$ cat src/rtl/bha_pkg.sv
package bha_pkg;
    typedef enum logic [1:0] {
        OWN_CPU = 2'd0,
        OWN_XC  = 2'd1,
        OWN_EXT = 2'd2
    } owner_e;

    typedef enum logic [1:0] {
        PH_VEC   = 2'd0,
        PH_RI_RD = 2'd1,
        PH_DATA  = 2'd2,
        PH_RI_WR = 2'd3
    } phase_e;
endpackage

$ cat src/rtl/bha_cpu_break.sv
module bha_cpu_break (
    input  logic cpu_sleep,
    input  logic cpu_cyc_end,
    input  logic cpu_multi,
    output logic cpu_brk
);
    // A sleeping processor yields at any cycle; otherwise only at a cycle
    // end that does not split a multi-operation access.
    always_comb begin
        cpu_brk = cpu_sleep | (cpu_cyc_end & ~cpu_multi);
    end
endmodule

$ cat src/rtl/bha_xc_phase.sv
module bha_xc_phase
    import bha_pkg::*;
#(
    parameter int RI_STATES = 3
) (
    input  logic       clk,
    input  logic       por_n,
    input  logic       ph_start,
    input  logic [1:0] ph_kind,
    input  logic       ph_done,
    output logic       in_phase
);
    localparam int CNT_W = (RI_STATES > 1) ? $clog2(RI_STATES) : 1;

    logic ri_kind;
    logic ri_busy;
    logic var_d, var_q;

    always_comb begin
        ri_kind = (phase_e'(ph_kind) == PH_RI_RD) || (phase_e'(ph_kind) == PH_RI_WR);
    end

    // Variable-length phases: busy from start until the done cycle.
    always_comb begin
        var_d = var_q;
        if (ph_done) begin
            var_d = 1'b0;
        end else if (ph_start && !ri_kind) begin
            var_d = 1'b1;
        end
    end

    always_ff @(posedge clk or negedge por_n) begin
        if (!por_n) begin
            var_q <= 1'b0;
        end else begin
            var_q <= var_d;
        end
    end

    // Fixed-length phases: the start cycle plus RI_STATES-1 counted cycles.
    generate
        if (RI_STATES > 1) begin : g_cnt
            logic [CNT_W-1:0] cnt_d, cnt_q;

            always_comb begin
                cnt_d = cnt_q;
                if (ph_start && ri_kind) begin
                    cnt_d = CNT_W'(RI_STATES - 1);
                end else if (cnt_q != '0) begin
                    cnt_d = cnt_q - 1'b1;
                end
            end

            always_ff @(posedge clk or negedge por_n) begin
                if (!por_n) begin
                    cnt_q <= '0;
                end else begin
                    cnt_q <= cnt_d;
                end
            end

            assign ri_busy = (cnt_q != '0);
        end else begin : g_nocnt
            assign ri_busy = 1'b0;
        end
    endgenerate

    assign in_phase = ph_start | var_q | ri_busy;
endmodule

$ cat src/rtl/bus_handoff_arbiter.sv
module bus_handoff_arbiter
    import bha_pkg::*;
#(
    parameter int RI_STATES = 3
) (
    input  logic       clk,
    input  logic       por_n,
    input  logic       mrst,
    input  logic       cpu_sleep,
    input  logic       cpu_cyc_end,
    input  logic       cpu_multi,
    input  logic       xc_act,
    input  logic       xc_ph_start,
    input  logic [1:0] xc_ph_kind,
    input  logic       xc_ph_done,
    input  logic       ext_breq,
    input  logic       ext_cyc_busy,
    input  logic       wait_in,
    output logic [1:0] gnt,
    output logic [1:0] owner,
    output logic       ext_back,
    output logic       wait_eff
);
    typedef struct packed {
        owner_e own;
    } arb_st_t;

    arb_st_t st_d, st_q;
    logic    cpu_brk;
    logic    xc_in_phase;
    logic    ext_ok;

    bha_cpu_break u_cpu_brk (
        .cpu_sleep   (cpu_sleep),
        .cpu_cyc_end (cpu_cyc_end),
        .cpu_multi   (cpu_multi),
        .cpu_brk     (cpu_brk)
    );

    bha_xc_phase #(
        .RI_STATES (RI_STATES)
    ) u_xc_phase (
        .clk      (clk),
        .por_n    (por_n),
        .ph_start (xc_ph_start),
        .ph_kind  (xc_ph_kind),
        .ph_done  (xc_ph_done),
        .in_phase (xc_in_phase)
    );

    always_comb begin
        ext_ok = ext_breq & ~ext_cyc_busy;
        st_d   = st_q;
        if (!mrst) begin
            unique case (st_q.own)
                OWN_CPU: begin
                    if (cpu_brk) begin
                        if (ext_ok) begin
                            st_d.own = OWN_EXT;
                        end else if (xc_act) begin
                            st_d.own = OWN_XC;
                        end
                    end
                end
                OWN_XC: begin
                    if (!xc_in_phase) begin
                        if (ext_ok) begin
                            st_d.own = OWN_EXT;
                        end else if (!xc_act) begin
                            st_d.own = OWN_CPU;
                        end
                    end
                end
                OWN_EXT: begin
                    if (!ext_breq) begin
                        st_d.own = OWN_CPU;
                    end
                end
                default: st_d.own = OWN_CPU;
            endcase
        end
    end

    always_ff @(posedge clk or negedge por_n) begin
        if (!por_n) begin
            st_q <= '{own: OWN_CPU};
        end else begin
            st_q <= st_d;
        end
    end

    always_comb begin
        owner    = st_q.own;
        gnt      = {st_q.own == OWN_XC, st_q.own == OWN_CPU};
        ext_back = (st_q.own == OWN_EXT);
        wait_eff = wait_in & ~mrst;
    end
endmodule

$ cat config.mk
export PLATFORM = sky130hd
export DESIGN_NAME = bus_handoff_arbiter
export DESIGN_NICKNAME = d
export VERILOG_FILES = /design/src/rtl/bha_pkg.sv /design/src/rtl/bha_cpu_break.sv /design/src/rtl/bha_xc_phase.sv /design/src/rtl/bus_handoff_arbiter.sv
export SDC_FILE = /design/constraint.sdc
export NUM_CORES = 1
export LEC_CHECK = 0
export ABC_AREA = 1
export BUFFER_PORTS_ARGS = -buffer_cell sky130_fd_sc_hd__clkbuf_2
export CORE_AREA = 2 2 39 41
export DETAILED_ROUTE_END_ITERATION = 10
export DIE_AREA = 0 0 41 43
export GPL_TIMING_DRIVEN = 0
export PLACE_DENSITY_LB_ADDON = 0.1
export SETUP_SLACK_MARGIN = 0.3
export SKIP_CTS_REPAIR_TIMING = 1
export SYNTH_ARGS = -nofsm -noshare
export SYNTH_HDL_FRONTEND = slang
export SYNTH_SLANG_ARGS = --single-unit
$ cat constraint.sdc
create_clock -name clk -period 1.2 [get_ports clk]
set_input_delay 0.3 -clock clk [delete_from_list [all_inputs] [get_ports clk]]
set_output_delay 0.3 -clock clk [all_outputs]
set_load 0.02 [all_outputs]
After elaboration in Yosys (flattened, before gate mapping)
Cells that the tools add are included.
Widths: inputs -> output; s select.
{ "totals": {"ff_bits": 5, "output_inout_bits": 6, "elab_cells": 43} }
{ "classes": {"n_addsub": 1, "eq_ne": 9, "mux": 12, "bitwise_logic": 9, "n_reduce_logical": 9} }
{ "ops": {"columns": ["op", "n"], "rows": [
  ["$mux 2", 9],
  ["$ne 3x2->1 const B", 2],
  ["$pmux 2 s3", 1],
  ["$reduce_and 6->1", 1],
  ["$reduce_bool 2->1", 3],
  ["$eq 2x1->1 const B", 2],
  ["$eq 2x2->1 const B", 2],
  ["$ne 2x2->1 const B", 2],
  ["$and 1x1->1", 3],
  ["$not 1->1", 3],
  ["$or 1x1->1", 3],
  ["$logic_and 1x1->1", 2],
  ["$logic_not 2->1", 1],
  ["$mux 1", 2],
  ["$ne 2x1->1 const B", 1],
  ["$sub 2x1->2 const B", 1],
  ["$logic_not 1->1", 1],
  ["$logic_or 1x1->1", 1]
]} }

Longest topological paths before layout
Gate-level depths: netlist of the first run.
{ "logic_depth": {"word_depth": 6, "mapped_depth": 9} }

Cells and area by module
From an unflattened synthesis of the first run, not the netlist that was laid out.
{ "hier_totals": {"cells_unflattened": 56, "hier_area_um2": 357.8} }
{ "by_module_without_submodules": {"columns": ["module", "instances", "cells_each", "area_per_inst_um2", "seq_area_each_um2"], "rows": [
  ["bus_handoff_arbiter", 1, 32, 182.7, 50.0],
  ["bha_xc_phase", 1, 20, 160.2, 75.1],
  ["bha_cpu_break", 1, 4, 15.0, 0.0]
]} }

Least setup slack after synthesis of the first run
Ideal clock, no wire load.
{ "synth_timing": {"path_type": "reg-to-reg", "startpoint": "register st_q, in the netlist owner[1]", "endpoint": "register st_q, in the netlist owner[1]", "arrival_ns": 1.163, "required_ns": 1.082, "path_slack_ns": -0.081, "path_stages_with_launch": 7, "synth_period_minus_slack_ns": 1.281, "cell_sequence": "dfrtp_1 -> nor2_2 -> nand3b_1 -> nand2_1 -> inv_2 -> nand3_1 -> nand2_1"} }
{ "synth_via": {"elab_chain_len": 3, "elab_cells_between_ends": 10} }
{ "synth_rtl": {"columns": ["element", "line_no", "source"], "rows": [
  ["start, declared", "bus_handoff_arbiter.sv:28", "arb_st_t st_d, st_q;"],
  ["start signal, assigned", "bus_handoff_arbiter.sv:86", "st_q <= '{own: OWN_CPU};"],
  ["start signal, assigned", "bus_handoff_arbiter.sv:88", "st_q <= st_d;"],
  ["$logic_not 2->1 (*)", null, null],
  ["net gnt[0]", "bus_handoff_arbiter.sv:19", "output logic [1:0] gnt,"],
  ["$ne 3x2->1 (no line) or $ne 2x1->1 (tied branches)", null, null],
  ["$reduce_and 6->1 (no line)", null, null]
]} }
Mark *: on every way through the listed nets, which the timed path passes. The rest lies on a longest branch.
A chain may end at the register's enable or synchronous reset.

Worst setup path in the final report of the first run
{ "layout_timing": {"startpoint": "register st_q, in the netlist owner[1]", "endpoint": "output port gnt[1]"} }
{ "layout_via": {"elab_chain_len": 1} }
{ "layout_rtl": {"columns": ["element", "line_no", "source"], "rows": [
  ["$eq 2x1->1", "bus_handoff_arbiter.sv:94", "gnt = {st_q.own == OWN_XC, st_q.own == OWN_CPU};"],
  ["end, declared", "bus_handoff_arbiter.sv:19", null]
]} }
Every way passes these cells.

==> reports/summary.txt, run 1 <==
Grt total ovfl: 0
Synth Cell Area: 372.9 um2
IO Port Bufs: 18
Setup_tns: -0.2149 ns
Worst Tran Pin Value: 0.1798 ns
Synth Area in Adders: 0.03356
WHS: 0.2176 ns
Layout Nets: 104
CP required: 0.90 ns
Met3 wire length: 30 um
Seq/Total Area, Yosys: 0.3356
F_max: 775.1 MHz
Post-synth net total: 77
Die X: 41 um
Layout cell share with drive strength beyond 1: 0.4432
Filler Cell Count: 141
CTS Buf Count: 3
Post-Route WL: 866 um
Clock tree root buffer cell: clkbuf_4
Die ar.: 0.001763 mm2
Site Rows: 14
RSZ-0062 raised after global routing: true
Syn-to-layout area delta: 69.46%
DRT iter0 DRCs: 4
YS warnings: 0
First-pass GRT wire length: 1317 um
Worst skew pair latency: 0.23 ns
Yosys reg bits: 5
Final RePlAce weighted congestion: 0.6458
Core area: 0.001384 mm2
Met1 WL: 389 um
Vias per cell: 4.231
Largest stage delay on the critical path: 0.46 ns
Clk_skew: 0.0008116 ns
Setup violators final: 4
Vias: 440
Drt drc: 0
Number of diodes: 0
CTS tree: yes
Tmin final: 1.290 ns
Hold path start: xc_ph_done
Crit end category: primary output
HPWL Detailed: 643 um
Max-Slew Margin vs Limit: 0.8802
Post-Synthesis Cells: 62
Post-synthesis mux area share: 0
Power Density: 2238 mW/mm2
WL/cell: 8.327 um
Die Height: 43 um
Worst-path fanout max: 7
Highest routed layer: met3
GRT Total Usage: 0.1144
Largest net degree at the start of global routing: 8
Leak: 0.3525 nW
CP arrival: 0.99 ns
Failing checks: negative setup slack
Largest family of logic cells by synthesized area: simple AND/OR/NAND/NOR gates
Hold WC Path Type: input pin to flip-flop
Pre-CTS setup slack: 0.01345 ns
H-tree lvl count: 1
Setup crit start: owner[1]
Worst setup SP type: flip-flop
CP max stage cell: dfrtp_2
Pre-Repair DR Iteration Count: 2
Initial antenna violation count: 0
Slack of the critical path: -0.09016 ns
Slew Limit Fails: 0
CTS Buffer Depth: 2
Period utilization: 1.075
Routed length on met2: 446 um
R2R setup slack: 0 ns
R2R Path Start: owner[1]
Number of global-route vias before repair: 372
Status: complete, but fails checks
Netlist cell types: 13
Initial core utilization: 0.2694
Avg Inst Size Synth: 6.014 um2
Post-synthesis compound-gate area fraction: 0.04698
Synth Area in XOR/XNOR: 0
Worst-path cell chain: nor2_4 -> buf_6
Final hold viol count: 0
Crit Path Category: flip-flop to primary output
Maxcap violations: 0
Clock Sinks: 5
Clk pin slew, worst setup/hold paths: 0.04 ns
Simple-Gate Fraction of Synth Area: 0.4530
VDD IR max: 0.0009192 V
# IOs: 20
Post-DRT Antenna Nets: 0
[Yosys cell counts (all sizes together)]
master  instances  area share
nand2          19        0.19
inv            13        0.13
nor2           13        0.14
nand3           6       0.081
dfrtp           5        0.34
a21oi           1       0.013
and2            1       0.017
ha              1       0.034
nand3b          1       0.020
o211ai          1       0.020
o21ai           1       0.013
[path summary, 6_finish.rpt]
| kind | cells after the start | to |
|---|---|---|
| max in group asynchronous | 2 | owner[0] |
| worst min-delay path | 2 | u_xc_phase.var_q |
| min in group asynchronous | 2 | u_xc_phase.g_cnt.cnt_q[1] |
| worst max-delay path | 2 | gnt[1] |
| worst max register to register | 7 | owner[0] |
| worst min register to register | 2 | u_xc_phase.g_cnt.cnt_q[1] |
[power by group]
| group | switching, mW | internal [mW] |
|---|---|---|
| logic | 0.452 | 0.428 |
| registers | 0.106 | 0.244 |
| clock network | 0.0588 | 0.125 |
[area by class of cell]
cell class	instances	area [um2]	share of cell area
Multi-Input combinational cell	44	241.5	0.3822
Sequential cell	5	127.6	0.2020
Timing Repair Buffer	22	162.7	0.2574
Tap cell	16	20.02	0.03168
Clock buffer	4	26.28	0.04158
Inverter	13	53.80	0.08515
[per-layer routing]
metal	GRT usage	up-vias
met3	0.04712	0
met2	0.1625	7
met4	0.08000	0
met5	0	-
li1	-	237
met1	0.1320	196
[kinds of logic (layout without fill, tap and decap cells)]
kind of cell | count (synthesis) | after routing
AOI/OAI and AO/OA | 3 | 3
DFF | 5 | 5
adders and majority gates | 1 | 1
buffers and inverters | 13 | 39
and+or+nand+nor | 40 | 40
[layout by cell type (no fill, tap or decap)]
cell type and instances:
a21oi_2 1, and2_1 1, buf_2 1, buf_4 4
buf_6 6, clkbuf_1 1, clkbuf_2 10, clkbuf_4 3
dfrtp_1 3, dfrtp_2 2, dlygate4sd3_1 1, ha_4 1
inv_1 7, inv_2 4, inv_4 2, nand2_1 19
nand3_1 5, nand3_2 1, nand3b_1 1, nor2_1 10
nor2_4 3, o211ai_1 1, o21ai_2 1
[critical path, delay by kind of cell (launching register included)]
kind          cells  cell delay, ns
buf+inv           1            0.13
flops             1            0.46
simple gates      1            0.16
[sequential cells by signal, indices dropped and copies added, names as in the netlist]
register	count
owner	2
u_xc_phase.g_cnt.cnt_q	2
u_xc_phase.var_q	1
[metrics by stage]
stage                     total power, mW  std cells  area, um2  utilization
after global placement              1.008         96      510.5       0.3689
final                               1.414        104      631.9       0.4566
after floorplan                    0.8285         62      400.4            -
after CTS                           1.208        100      536.8       0.3879
after detailed placement            1.019         96      510.5       0.3689
after global routing                1.560        104      631.9       0.4566
(Power assumes the default switching activity.)
==> run 2, diff against run 1 <==
==> constraint.sdc (replaced) <==
create_clock -name clk -period 1.2 [get_ports clk]
set_input_delay 0.3 -clock clk [delete_from_list [all_inputs] [get_ports clk]]
set_output_delay 0.3 -clock clk [all_outputs]
set_load 0.01 [all_outputs]
==> reports/summary.txt, run 2 (synthesis gave the netlist of run 1 again) <==
Status: complete, but fails checks
Failing checks: negative setup slack
Reg2reg path depth: 7
CTS tree: yes
Hold path start: xc_ph_done
Worst-path cell chain: nor2_4 -> buf_6
Drt drc: 0
Die Height: 43 um
Core Util, Final: 0.4575
Post-Route WL: 871 um
Slew Limit Fails: 0
Pre-CTS setup slack: 0.03331 ns
Crit end category: primary output
Period utilization: 1.069
Crit Path Category: flip-flop to primary output
Power Density: 2203 mW/mm2
RSZ-0062 raised after global routing: true
Worst hold path cell count: 2
HPWL Detailed: 655.6 um
VDD IR max: 0.001022 V
Clock tree root buffer cell: clkbuf_4
Hold WC Path Type: input pin to flip-flop
Final RePlAce weighted congestion: 0.6518
Layout Nets: 104
DRT iter0 DRCs: 2
Initial antenna violation count: 0
Number of global-route vias before repair: 378
Die X: 41 um
Largest stage delay on the critical path: 0.47 ns
Vias: 434
Layout cell share with drive strength beyond 1: 0.5227
F_max: 779.6 MHz
Vias per cell: 4.173
H-tree lvl count: 1
Largest net degree at the start of global routing: 8
Most frequent cells in the layout: nand2_1 (18), clkbuf_2 (11), nor2_1 (7), inv_2 (6), inv_1 (6)
Filler Cell Count: 155
GRT Total Usage: 0.1111
Crit path max-delay family: flip-flops
Setup crit start: owner[1]
CP max stage cell: dfrtp_2
Post-layout power: 1.395 mW
CTS Buffer Depth: 2
WP buf/inv: 1
Site Rows: 14
Number of diodes: 0
Worst skew pair latency: 0.23 ns
WHS: 0.2169 ns
Register area: 127.6 um2
Pre-Repair DR Iteration Count: 3
R2R setup slack: 0 ns
Setup violators final: 5
CP arrival: 0.98 ns
Multi-input gate area: 256.5 um2
Clk_skew: 0.001842 ns
Leak: 0.3494 nW
Syn-to-layout area delta: 69.80%
Worst-path fanout max: 7
Worst Tran Pin Value: 0.1870 ns
Final hold viol count: 0
Post-Place Cell Area: 510.5 um2
Post-route cell area: 633.1 um2
WL/cell: 8.375 um
R2R Path Start: owner[1]
# IOs: 20
First-pass GRT wire length: 1338 um
Clock Sinks: 5
Tmin final: 1.283 ns
Worst setup SP type: flip-flop
Max-Slew Margin vs Limit: 0.8754
Most common cell after layout, fill and taps aside: nand2_1
Die ar.: 0.001763 mm2
Hold worst-path end: u_xc_phase.var_q
Initial core utilization: 0.2694
Slack of the critical path: -0.08268 ns
RR Endpoint: owner[0]
IO Port Bufs: 18
CP required: 0.90 ns
Post-DRT Antenna Nets: 0
Clk pin slew, worst setup/hold paths: 0.04 ns
Grt total ovfl: 0
CTS Buf Count: 3
Maxcap violations: 0
Core area: 0.001384 mm2
## run 2: cell count changes in the layout (fill, tap and decap cells not counted), sizes merged
cell	delta
buf	-1
clkbuf	+1
## run 2: cell type report
class | instances | area share
flip-flops and latches | 5 | 0.2016
inverters | 13 | 0.08103
clock buffers | 4 | 0.04150
multi-input cells | 44 | 0.4051
well taps | 16 | 0.03162
repair buffers | 22 | 0.2391
## run 2: power breakdown
part	internal, mW	switching (mW)
clock	0.125	0.0634
combinational	0.441	0.421
sequential	0.244	0.101
total	0.810	0.585
## run 2: layer usage
metal | up-vias | global-route usage | wire, um
met2 | 7 | 0.1719 | 428
met5 | - | 0 | 0
li1 | 236 | - | -
met1 | 191 | 0.1311 | 413
met3 | 0 | 0.03141 | 28
met4 | 0 | 0.06000 | 0
## run 2: worst max-delay path by stage
stage | to | slack [ns] | cells after the start
finish | gnt[1] | -0.08 | 2
global route | gnt[1] | -0.14 | 3
CTS | gnt[1] | -0.12 | 3
detailed placement | owner[0] | 0.03 | 9
global placement | owner[0] | 0.02 | 9
floorplan | owner[1] | 0.13 | 9
## run 2: worst reg2reg max path: cells and delay by family (launching register included)
kind / cells / cell delay, ns
flip-flops: 1 / 0.47
buffers and inverters: 2 / 0.16
AND/OR/NAND/NOR: 5 / 0.46
## run 2: metrics by stage
| stage | setup TNS, ns | std cells |
|---|---|---|
| 3_5_place_dp | 0 | 96 |
| 4_1_cts | -0.3033 | 100 |
| 3_3_place_gp | 0 | 96 |
| 5_1_grt | -0.5880 | 104 |
| 2_1_floorplan | 0 | 62 |
| 6_report | -0.2533 | 104 |
